### config.mk
export PLATFORM = sky130hd
export DESIGN_NAME = dca_arbiter
export DESIGN_NICKNAME = d
export VERILOG_FILES = /design/src/rtl/dca_pkg.sv /design/src/rtl/dca_host_grant.sv /design/src/rtl/dca_chain_cell.sv /design/src/rtl/dca_arbiter.sv
export SDC_FILE = /design/constraint.sdc
export NUM_CORES = 1
export LEC_CHECK = 0
export ABC_CLOCK_PERIOD_IN_PS = 2800
export BUFFER_PORTS_ARGS = -buffer_cell sky130_fd_sc_hd__buf_2
export CAP_MARGIN = 20
export CORE_UTILIZATION = 35
export CTS_BUF_LIST = sky130_fd_sc_hd__clkbuf_2
export DETAILED_ROUTE_END_ITERATION = 7
export GPL_TIMING_DRIVEN = 0
export MAX_ROUTING_LAYER = met4
export SYNTH_ARGS = -nofsm -noshare
export SYNTH_HDL_FRONTEND = slang
export SYNTH_HIERARCHICAL = 1
export SYNTH_SLANG_ARGS = --single-unit
### constraint.sdc
create_clock -name clk -period 2.8 [get_ports clk]
set_input_delay 0.56 -clock clk [delete_from_list [all_inputs] [get_ports clk]]
set_output_delay 0.56 -clock clk [all_outputs]
set_load 0.02 [all_outputs]
### src/rtl/dca_pkg.sv
`timescale 1ns/1ps
package dca_pkg;
    typedef enum logic [1:0] {
        CELL_IDLE = 2'd0,
        CELL_WAIT = 2'd1,
        CELL_OWN  = 2'd2
    } cell_state_e;

    typedef enum logic [1:0] {
        HOST_OWN   = 2'd0,
        HOST_GRANT = 2'd1,
        HOST_AWAY  = 2'd2
    } host_state_e;
endpackage

### src/rtl/dca_host_grant.sv
`timescale 1ns/1ps
module dca_host_grant
    import dca_pkg::*;
(
    input  logic clk,
    input  logic rst_n,
    input  logic bus_req_i,
    input  logic cycle_done_i,
    input  logic bus_busy_i,
    output logic grant_o,
    output logic owner_o
);
    host_state_e state_q, state_d;

    always_comb begin
        state_d = state_q;
        unique case (state_q)
            HOST_OWN:   if (bus_req_i && cycle_done_i) state_d = HOST_GRANT;
            HOST_GRANT: if (bus_busy_i) state_d = HOST_AWAY;
            HOST_AWAY:  if (!bus_busy_i) state_d = bus_req_i ? HOST_GRANT : HOST_OWN;
            default:    state_d = HOST_OWN;
        endcase
    end

    always_ff @(posedge clk) begin
        if (!rst_n) state_q <= HOST_OWN;
        else        state_q <= state_d;
    end

    always_comb begin
        grant_o = (state_q == HOST_GRANT);
        owner_o = (state_q == HOST_OWN);
    end

    AST_GRANT_NEEDS_REQ: assert property (@(posedge clk) disable iff (!rst_n)
        $rose(grant_o) |-> $past(bus_req_i));
    AST_GRANT_WITHDRAWN: assert property (@(posedge clk) disable iff (!rst_n)
        (grant_o && bus_busy_i) |=> !grant_o && !owner_o);
    AST_RETURN_TO_HOST: assert property (@(posedge clk) disable iff (!rst_n)
        (state_q == HOST_AWAY && !bus_busy_i && !bus_req_i) |=> owner_o);
endmodule

### src/rtl/dca_chain_cell.sv
`timescale 1ns/1ps
module dca_chain_cell
    import dca_pkg::*;
(
    input  logic clk,
    input  logic rst_n,
    input  logic req_i,
    input  logic done_i,
    input  logic grant_i,
    input  logic bus_busy_i,
    output logic grant_o,
    output logic br_o,
    output logic busy_o
);
    cell_state_e state_q, state_d;

    always_comb begin
        state_d = state_q;
        unique case (state_q)
            CELL_IDLE: if (req_i) state_d = CELL_WAIT;
            CELL_WAIT: if (grant_i && !bus_busy_i) state_d = CELL_OWN;
            CELL_OWN:  if (done_i) state_d = CELL_IDLE;
            default:   state_d = CELL_IDLE;
        endcase
    end

    always_ff @(posedge clk) begin
        if (!rst_n) state_q <= CELL_IDLE;
        else        state_q <= state_d;
    end

    always_comb begin
        grant_o = grant_i && (state_q == CELL_IDLE);
        br_o    = (state_q == CELL_WAIT);
        busy_o  = (state_q == CELL_OWN);
    end

    AST_TAKE_WHEN_FREE: assert property (@(posedge clk) disable iff (!rst_n)
        $rose(busy_o) |-> $past(grant_i) && !$past(bus_busy_i));
    AST_ABSORB_GRANT: assert property (@(posedge clk) disable iff (!rst_n)
        (br_o && grant_i && !bus_busy_i) |=> busy_o && !br_o);
endmodule

### src/rtl/dca_arbiter.sv
`timescale 1ns/1ps
module dca_arbiter #(
    parameter int N_DEV = 4
) (
    input  logic             clk,
    input  logic             rst_n,
    input  logic             cpu_cycle_done,
    input  logic [N_DEV-1:0] dev_req,
    input  logic [N_DEV-1:0] dev_done,
    output logic [N_DEV-1:0] grant_chain,
    output logic             grant_exit,
    output logic             bus_req,
    output logic             bus_busy,
    output logic [N_DEV-1:0] dev_busy,
    output logic             cpu_owner
);
    localparam int LINKS = N_DEV + 1;

    logic [LINKS-1:0] link;
    logic [N_DEV-1:0] br_vec;
    logic             host_grant;

    dca_host_grant u_host (
        .clk          (clk),
        .rst_n        (rst_n),
        .bus_req_i    (bus_req),
        .cycle_done_i (cpu_cycle_done),
        .bus_busy_i   (bus_busy),
        .grant_o      (host_grant),
        .owner_o      (cpu_owner)
    );

    assign link[0] = host_grant;

    for (genvar k = 0; k < N_DEV; k++) begin : g_cell
        dca_chain_cell u_cell (
            .clk        (clk),
            .rst_n      (rst_n),
            .req_i      (dev_req[k]),
            .done_i     (dev_done[k]),
            .grant_i    (link[k]),
            .bus_busy_i (bus_busy),
            .grant_o    (link[k+1]),
            .br_o       (br_vec[k]),
            .busy_o     (dev_busy[k])
        );
    end

    assign grant_chain = link[N_DEV-1:0];
    assign grant_exit  = link[N_DEV];
    assign bus_req     = |br_vec;
    assign bus_busy    = |dev_busy;

    AST_ONE_MASTER: assert property (@(posedge clk) disable iff (!rst_n)
        $countones(dev_busy) <= 1);
    AST_HOST_NOT_WITH_DEV: assert property (@(posedge clk) disable iff (!rst_n)
        bus_busy |-> !cpu_owner);
endmodule

== Word level (Yosys, flattened, before mapping) ==
Index checks and enable logic that the tools add are counted.

* Equality and inequality tests: 25
* Muxes and demuxes: 21
* Reductions and logical operators: 22

{| class="wikitable"
|+ Operator list
! cell !! count
|-
| $mux 2 || 15
|-
| $pmux 2 s3 || 5
|-
| $ne 2x2->1 const B || 14
|-
| $reduce_and 3->1 || 5
|-
| $eq 2x1->1 const B || 5
|-
| $eq 2x2->1 const B || 5
|-
| $logic_not 2->1 || 5
|-
| $logic_and 1x1->1 || 9
|-
| $reduce_or 4->1 || 2
|-
| $ne 2x1->1 const B || 1
|-
| $logic_not 1->1 || 1
|-
| $mux 1 || 1
|}

* Flip-flop bits (word level): 10
* Input port bits: 11
* Output and inout bits: 12
* Word-level logic and storage cells: 73

== Longest topological paths before layout ==
Gate-level depths: netlist (run 1).

* Word-level depth: 7
* Depth in mapped cells: 6
* Mapped depth without buffers: 6

== By module ==
The synthesis (run 1) kept the hierarchy.

{| class="wikitable"
|+ Modules (own cells, without submodules)
! module !! times used !! cells each !! area an instance (um^2) !! seq. area each (um^2)
|-
| dca_chain_cell || 4 || 11 || 117.6 || 40.0
|-
| dca_host_grant || 1 || 11 || 108.9 || 40.0
|-
| dca_arbiter || 1 || 3 || 22.5 || 0.0
|}

== Worst setup path before layout (run 1) ==
Ideal clock, no wire load.

* Kind: register to output
* Start point: register u_host.state_q[1]
* End point: output grant_exit
* Arrival time: 3,236 ps
* Required time: 2,240 ps
* Slack: -996 ps
* Cell stages (with the launch flop): 6
* Buffers on the path: 0
* Path through: dfxtp_1 and2b_2 nor3b_1 nor3b_1 nor3b_1 nor3b_1

* Word-level cells in the longest chain between the ends: 5

{| class="wikitable"
|+ RTL lines
! item !! RTL line !! RTL
|-
| start: declaration || dca_host_grant.sv:13 || <nowiki>host_state_e state_q, state_d;</nowiki>
|-
| start signal: assignment || dca_host_grant.sv:27 || <nowiki>else state_q <= state_d;</nowiki>
|-
| $eq 2x1->1 || dca_host_grant.sv:31 || <nowiki>grant_o = (state_q == HOST_GRANT);</nowiki>
|-
| net host_grant || dca_arbiter.sv:21 || <nowiki>logic host_grant;</nowiki>
|-
| $logic_and 1x1->1 || dca_chain_cell.sv:33 || <nowiki>grant_o = grant_i && (state_q == CELL_IDLE);</nowiki>
|-
| net grant_chain[1] || dca_arbiter.sv:10 || <nowiki>output logic [N_DEV-1:0] grant_chain,</nowiki>
|-
| $logic_and 1x1->1 || dca_chain_cell.sv:33 ||
|-
| net grant_chain[2] || dca_arbiter.sv:10 ||
|-
| $logic_and 1x1->1 || dca_chain_cell.sv:33 ||
|-
| net grant_chain[3] || dca_arbiter.sv:10 ||
|-
| $logic_and 1x1->1 || dca_chain_cell.sv:33 ||
|-
| end: declaration || dca_arbiter.sv:11 || <nowiki>output logic grant_exit,</nowiki>
|}

The timed path passes the listed nets, and every way through them passes these cells.

== Final worst setup path (run 1) ==
* Start point: register u_host.state_q[1]
* End point: output grant_exit

* Word-level cells in the longest chain between the ends: 5

{| class="wikitable"
|+ RTL lines
! item !! RTL line
|-
| $eq 2x1->1 || dca_host_grant.sv:31
|-
| net host_grant || dca_arbiter.sv:21
|-
| $logic_and 1x1->1 (4 in a row) || dca_chain_cell.sv:33
|}

The timed path passes the listed nets, and every way through them passes these cells.

==> impl_metrics.ini, run 1 <==
[sta]
timing.fmax_mhz = 388
fin_crit_sh = 0.920
min_period_ps = 2570
hold_violations = 0
slew_violations = 0
grt_setup_unrepaired = false
setup_viol = 0
finalSetupTns_ps = 0
relSlewSlack = 0.769
clock_skew_ps = 0.979
tightest_slew_ps = 346

[worst_setup_path]
required_ps = 2240
crit_path_frequent_cell = nor3b_2
crit_start = u_host/state_q[1]$_SDFFE_PN0P_
cp_data_arrival_time_ps = 2010
worst_path_dominant_cell_family = simple AND/OR/NAND/NOR gates
worst_r2r_path_depth = 4
path_max_fanout = 6
rr_endpoint = g_cell[3].u_cell/state_q[1]$_SDFFE_PN0P_
crit_buf_inv = 1
cp-start-kind = flop
reg2reg_from = g_cell[1].u_cell/state_q[0]$_SDFFE_PN0P_
crit_chain = and2b_2 -> nor3b_2 -> nor3b_2 -> nor3b_4 -> nor3b_2 -> buf_2
critPathCaptureType = output pin
slowest_delay_ps = 370
r2r_setup_slack_ps = 840
critical_path_class = flop to output pin
slowest_stage = dfxtp_1

[job]
drv_cap = 0

[logic_synthesis]
synthTopCellsByArea = dfxtp_1, and2b_2, nor3b_1
synth.area.mux_share = 0
synthSimpleGateAreaFrac = 0.570
yosysWarningCount = 6
synth_top_family_by_area = simple AND/OR/NAND/NOR gates
synth_fp_nets = 69
synth_compound_area_frac = 0.0707
synth_cells = 58
synthAdderAreaFrac = 0
synth_xor_area_frac = 0.0146
synth_area_um2 = 602
yosysTopAreaCell = dfxtp_1
synth_cell_types = 16
ys_seq_area_frac = 0.333
syn_area_per_cell_um2 = 10.4
ys_ff_latch = 10
synth.top_cell.area_share = 0.333

[cts]
cts_max_level = 1
postCtsSetupRepairBufs = 0
cts.sinks = 10
clockBufferDepth = 2
cts_tree = built
numCtsBuffers = 3
clk_latency_ps = 240
ctsHoldBuffers = 0
cts_resized = 0
clk_pin_slew_ps = 100
clock-root-buffer = clkbuf_2

[power_and_ir_drop]
p_leak_nw = 0.374
power_density_mw_per_mm2 = 473
vdd_drop_max_mv = 0.229
intPower_uw = 243
seqPwrFrac = 0.470
switching_share = 0.334
power.clock.fraction = 0.209
p_switching_uw = 122
combPwrFrac = 0.321

[worst_hold_path]
hold_path_class = flop to flop
hold_depth = 1
min_from = g_cell[0].u_cell/state_q[1]$_SDFFE_PN0P_
holdPathEnd = g_cell[0].u_cell/state_q[0]$_SDFFE_PN0P_

[detailed_routing]
ant_nets = 0
initialDrtViolationCount = 7
post_drt_wl_per_cell_um = 12.1
drc_errors = 5
vias_per_cell = 5.35
dr.pass1.iters = 5
routed_wl_mm = 1.19
vias = 530

[global_route]
antenna_found_initial = 0
grt_use_total = 0.149
grt_start_max_net_pins = 13
grt_pass1_vias = 439
grt_pass1_wl_mm = 1.99
grt_overflow_total = 0

[place]
hpwl_um = 868
gp_congestion = 0.708
portBuffers = 22

[status]
violations = design-rule violations
status = complete, but fails checks

[die]
initial_utilization = 0.386
coreArea_mm2 = 0.00156
row_count = 14
ios = 23
dieArea_mm2 = 0.00189
die_y_um = 43.5
die_width_um = 43.5

[final_layout]
final_util = 0.496
nFillCells = 163
drive_gt1_frac = 0.530
area_growth_pct = 28.5
diodes = 0
fin_nets = 96
logic make-up after synthesis:
logic type,count (synthesis)
and+or+nand+nor,41
AOI/OAI and AO/OA,5
xor gates and xnor gates,1
buffers and inverters,1
DFF,10
cell usage after synthesis:
cell type  number
nor4b_2         4
nor4bb_1        4
or4_1           2
nand4bb_1       1
buf_4           1
o31ai_2         1
nor3b_1         8
nand3b_1        1
nor2_1          6
and3b_1         4
and2b_2         9
xor2_1          1
and3_1          1
and2_1          1
o21a_1          4
dfxtp_1        10
worst max-delay path by stage:
stage,end,depth (start not counted)
after floorplan,grant_exit,5
after global placement,grant_exit,6
after detailed placement,grant_exit,6
after CTS,grant_exit,6
after global routing,grant_exit,6
final,grant_exit,6
per-stage QoR:
stage	power, mW	area [um2]	hold WS [ps]	worst slack (ps)	instances
6_report	0.366	773	543	225	99
5_1_grt	0.392	773	577	19.0	99
4_1_cts	0.373	773	545	210	99
3_5_place_dp	0.293	758	532	512	96
3_3_place_gp	0.292	758	527	487	96
2_1_floorplan	0.258	628	496	10.5	58
cell usage in the layout (no fill, tap or decap), drive strengths merged:
cell / synthesis / routed
nor4bb: 4 / 4
o31ai: 1 / 1
nand4bb: 1 / 1
and3: 1 / 1
or4: 2 / 2
nand3b: 1 / 1
and2b: 9 / 9
xor2: 1 / 1
buf: 1 / 23
o21a: 4 / 4
and3b: 4 / 4
nor4b: 4 / 4
nor3b: 8 / 8
dfxtp: 10 / 10
nor2: 6 / 6
clkbuf: 0 / 3
and2: 1 / 1
power by group through the flow:
stage | sequential (mW) | clock (mW) | combinational [mW]
floorplan | 0.171 | 0 | 0.0869
global placement | 0.175 | 0 | 0.118
detailed placement | 0.175 | 0 | 0.118
CTS | 0.172 | 0.0820 | 0.119
global route | 0.174 | 0.0903 | 0.128
finish | 0.172 | 0.0765 | 0.117
worst register-to-register path, stage by stage, from the launching register on:
cell      delay, ps
dfxtp_1         450
and2b_2         250
or4_1           720
nor4bb_1        350
o21a_1          140
cell type report:
type                            instances  area, um2  area share
Sequential cell                        10        200       0.259
Timing Repair Buffer                   22        110       0.142
Multi-Input combinational cell         47        420       0.544
Tap cell                               16       20.0      0.0259
Clock buffer                            3       15.0      0.0194
Buffer                                  1       7.51     0.00971
sequential cells by signal, indices dropped and copies added, names as in the netlist:
register               count
g_cell.u_cell/state_q      8
u_host/state_q             2
routing by layer:
metal / share of wire / routed length, um / GRT usage
met3: 0.050 / 60 / 0.0375
met4: 0.015 / 18 / 0.0938
met2: 0.40 / 482 / 0.209
met1: 0.53 / 632 / 0.190
met5: 0 / 0 / -
(Power assumes the default switching activity.)
==> run 2, diff against run 1 <==
ABC_CLOCK_PERIOD_IN_PS = 2200   (was 2800)
PLACE_DENSITY_LB_ADDON = 0.15   (was unset)
clock period = 2.2 ns   (was 2.8 ns; I/O delays follow)
==> run 2 against run 1 <==
  * The flow finishes with violations (negative setup slack)
  * Cell area rose by 13%
  * Core utilization rose by 6.4 points
  * Count of clock-buffer cells in the layout did not move
  * Critical path depth did not move
  * Routed wire length rose by 6.1%
  * Largest power group unchanged
==> impl_metrics.ini, run 2 (synthesized netlist as in run 1, its figures left out) <==
[detailed_routing]
vias_per_cell = 5.15
ant_nets = 0
post_drt_wl_per_cell_um = 11.9
dr.pass1.iters = 2
initialDrtViolationCount = 1
vias = 546
drc_errors = 0
routed_wl_mm = 1.27

[power_and_ir_drop]
power_density_mw_per_mm2 = 579
vdd_drop_max_mv = 0.310
p_leak_nw = 0.412

[die]
ios = 23
row_count = 14
die_width_um = 43.5
initial_utilization = 0.386
dieArea_mm2 = 0.00189
coreArea_mm2 = 0.00156
die_y_um = 43.5

[global_route]
grt_start_max_net_pins = 13
antenna_found_initial = 0
use_met1 = 0.232
grt_pass1_wl_mm = 2.16
grt.busiest_layer = met1
grt_util_met3 = 0.0250
grt_use_total = 0.162
use_met2 = 0.212
grt_pass1_vias = 486
grt_overflow_total = 0

[sta]
hold_violations = 0
setup_ws_ps = -42.3
grt_setup_unrepaired = true
tightest_slew_ps = 251
finalSetupTns_ps = -42.3
fin_crit_sh = 1.02
slew_violations = 0
timing.fmax_mhz = 446
hold_ws_ps = 482
setup_viol = 1
relSlewSlack = 0.831
clock_skew_ps = 6.21
min_period_ps = 2240

[status]
violations = negative setup slack
status = complete, but fails checks

[job]
drv_cap = 0

[cts]
clockBufferDepth = 2
clock-root-buffer = clkbuf_2
cts_max_level = 1
cts_tree = built
numCtsBuffers = 3
clk_latency_ps = 240
clk_pin_slew_ps = 100
cts.sinks = 10

[worst_setup_path]
required_ps = 1760
critPathCaptureType = output pin
critical_path_class = flop to output pin
path_max_fanout = 2
r2r_setup_slack_ps = 270
crit_start = u_host/state_q[1]$_SDFFE_PN0P_
cp_data_arrival_time_ps = 1800
cp-start-kind = flop
reg2reg_from = u_host/state_q[1]$_SDFFE_PN0P_

[final_layout]
largest_reg_flops = 8
final_util = 0.560
post-route-cell-area_um2 = 873
mostFrequentLayoutCell = buf_2
drive_gt1_frac = 0.644
area_growth_pct = 45.1
largest-register = g_cell.u_cell/state_q
largestRegisters = g_cell.u_cell/state_q x8, u_host/state_q x2
final_cell_mix = buf_2, and2b_2, buf_4
diodes = 0
fin_nets = 103

[worst_hold_path]
hold_path_class = input pin to flop
min_from = dev_req[0]

[place]
place_area_um2 = 778
gp_congestion = 0.734
hpwl_um = 860
place_ws_ps = 38.4
portBuffers = 22
-- run 2: cell count changes in the layout (fill, tap and decap cells not counted) --
cell | before | now
buf_2 | 22 | 20
buf_4 | 1 | 8
buf_6 | 0 | 2
dfxtp_1 | 10 | 4
dfxtp_2 | 0 | 4
dfxtp_4 | 0 | 2
nor3b_2 | 3 | 0
nor3b_4 | 1 | 4
or4_1 | 2 | 1
or4_4 | 0 | 1
-- run 2: per-stage QoR --
stage               power (mW)  instances
detailed placement       0.384         96
floorplan                0.338         58
global placement         0.382         96
finish                   0.505        106
global route             0.541        106
CTS                      0.506        105
-- run 2: path summary, 6_finish.rpt --
check | endpoint | depth (start not counted)
hold reg to reg | g_cell[1].u_cell/state_q[0]$_SDFFE_PN0P_ | 1
hold / removal | g_cell[0].u_cell/state_q[0]$_SDFFE_PN0P_ | 3
setup / recovery | grant_exit | 6
setup reg to reg | g_cell[3].u_cell/state_q[1]$_SDFFE_PN0P_ | 8
-- run 2: area by class of cell --
cell class	instances	area, um2
Buffer	1	7.51
Clock buffer	3	15.0
Fill cell	138	686
Multi-Input combinational cell	47	443
Sequential cell	10	213
Tap cell	16	20.0
Timing Repair Buffer	29	175
-- run 2: where the power goes --
group          internal (mW)  total (mW)  switching [mW]
Combinational          0.107       0.187          0.0796
Sequential             0.197       0.223          0.0258
Clock                 0.0372      0.0961          0.0589
Total                  0.341       0.505           0.164
-- run 2: routing by layer --
metal,vias to the layer above,part of all wire
li1,281,-
met1,250,0.52
met2,13,0.42
met3,2,0.046
met5,-,0
met4,0,0.0063
-- run 2: repair_timing --
| action | CTS | global route |
|---|---|---|
| hold buffers | 0 | 0 |
| buffers inserted | 6 | 1 |
| hold endpoints to repair | 0 | 0 |
| pin swaps | 0 | 0 |
| endpoints found under the setup margin | 3 | 4 |
| resized for setup | 7 | 5 |
-- run 2: worst max-delay path: stages, from the launching register on --
cell and delay [ps]:
dfxtp_4 350, and2b_2 220, nor3b_4 190, nor3b_4 220, nor3b_4 230, nor3b_4 210
buf_6 140
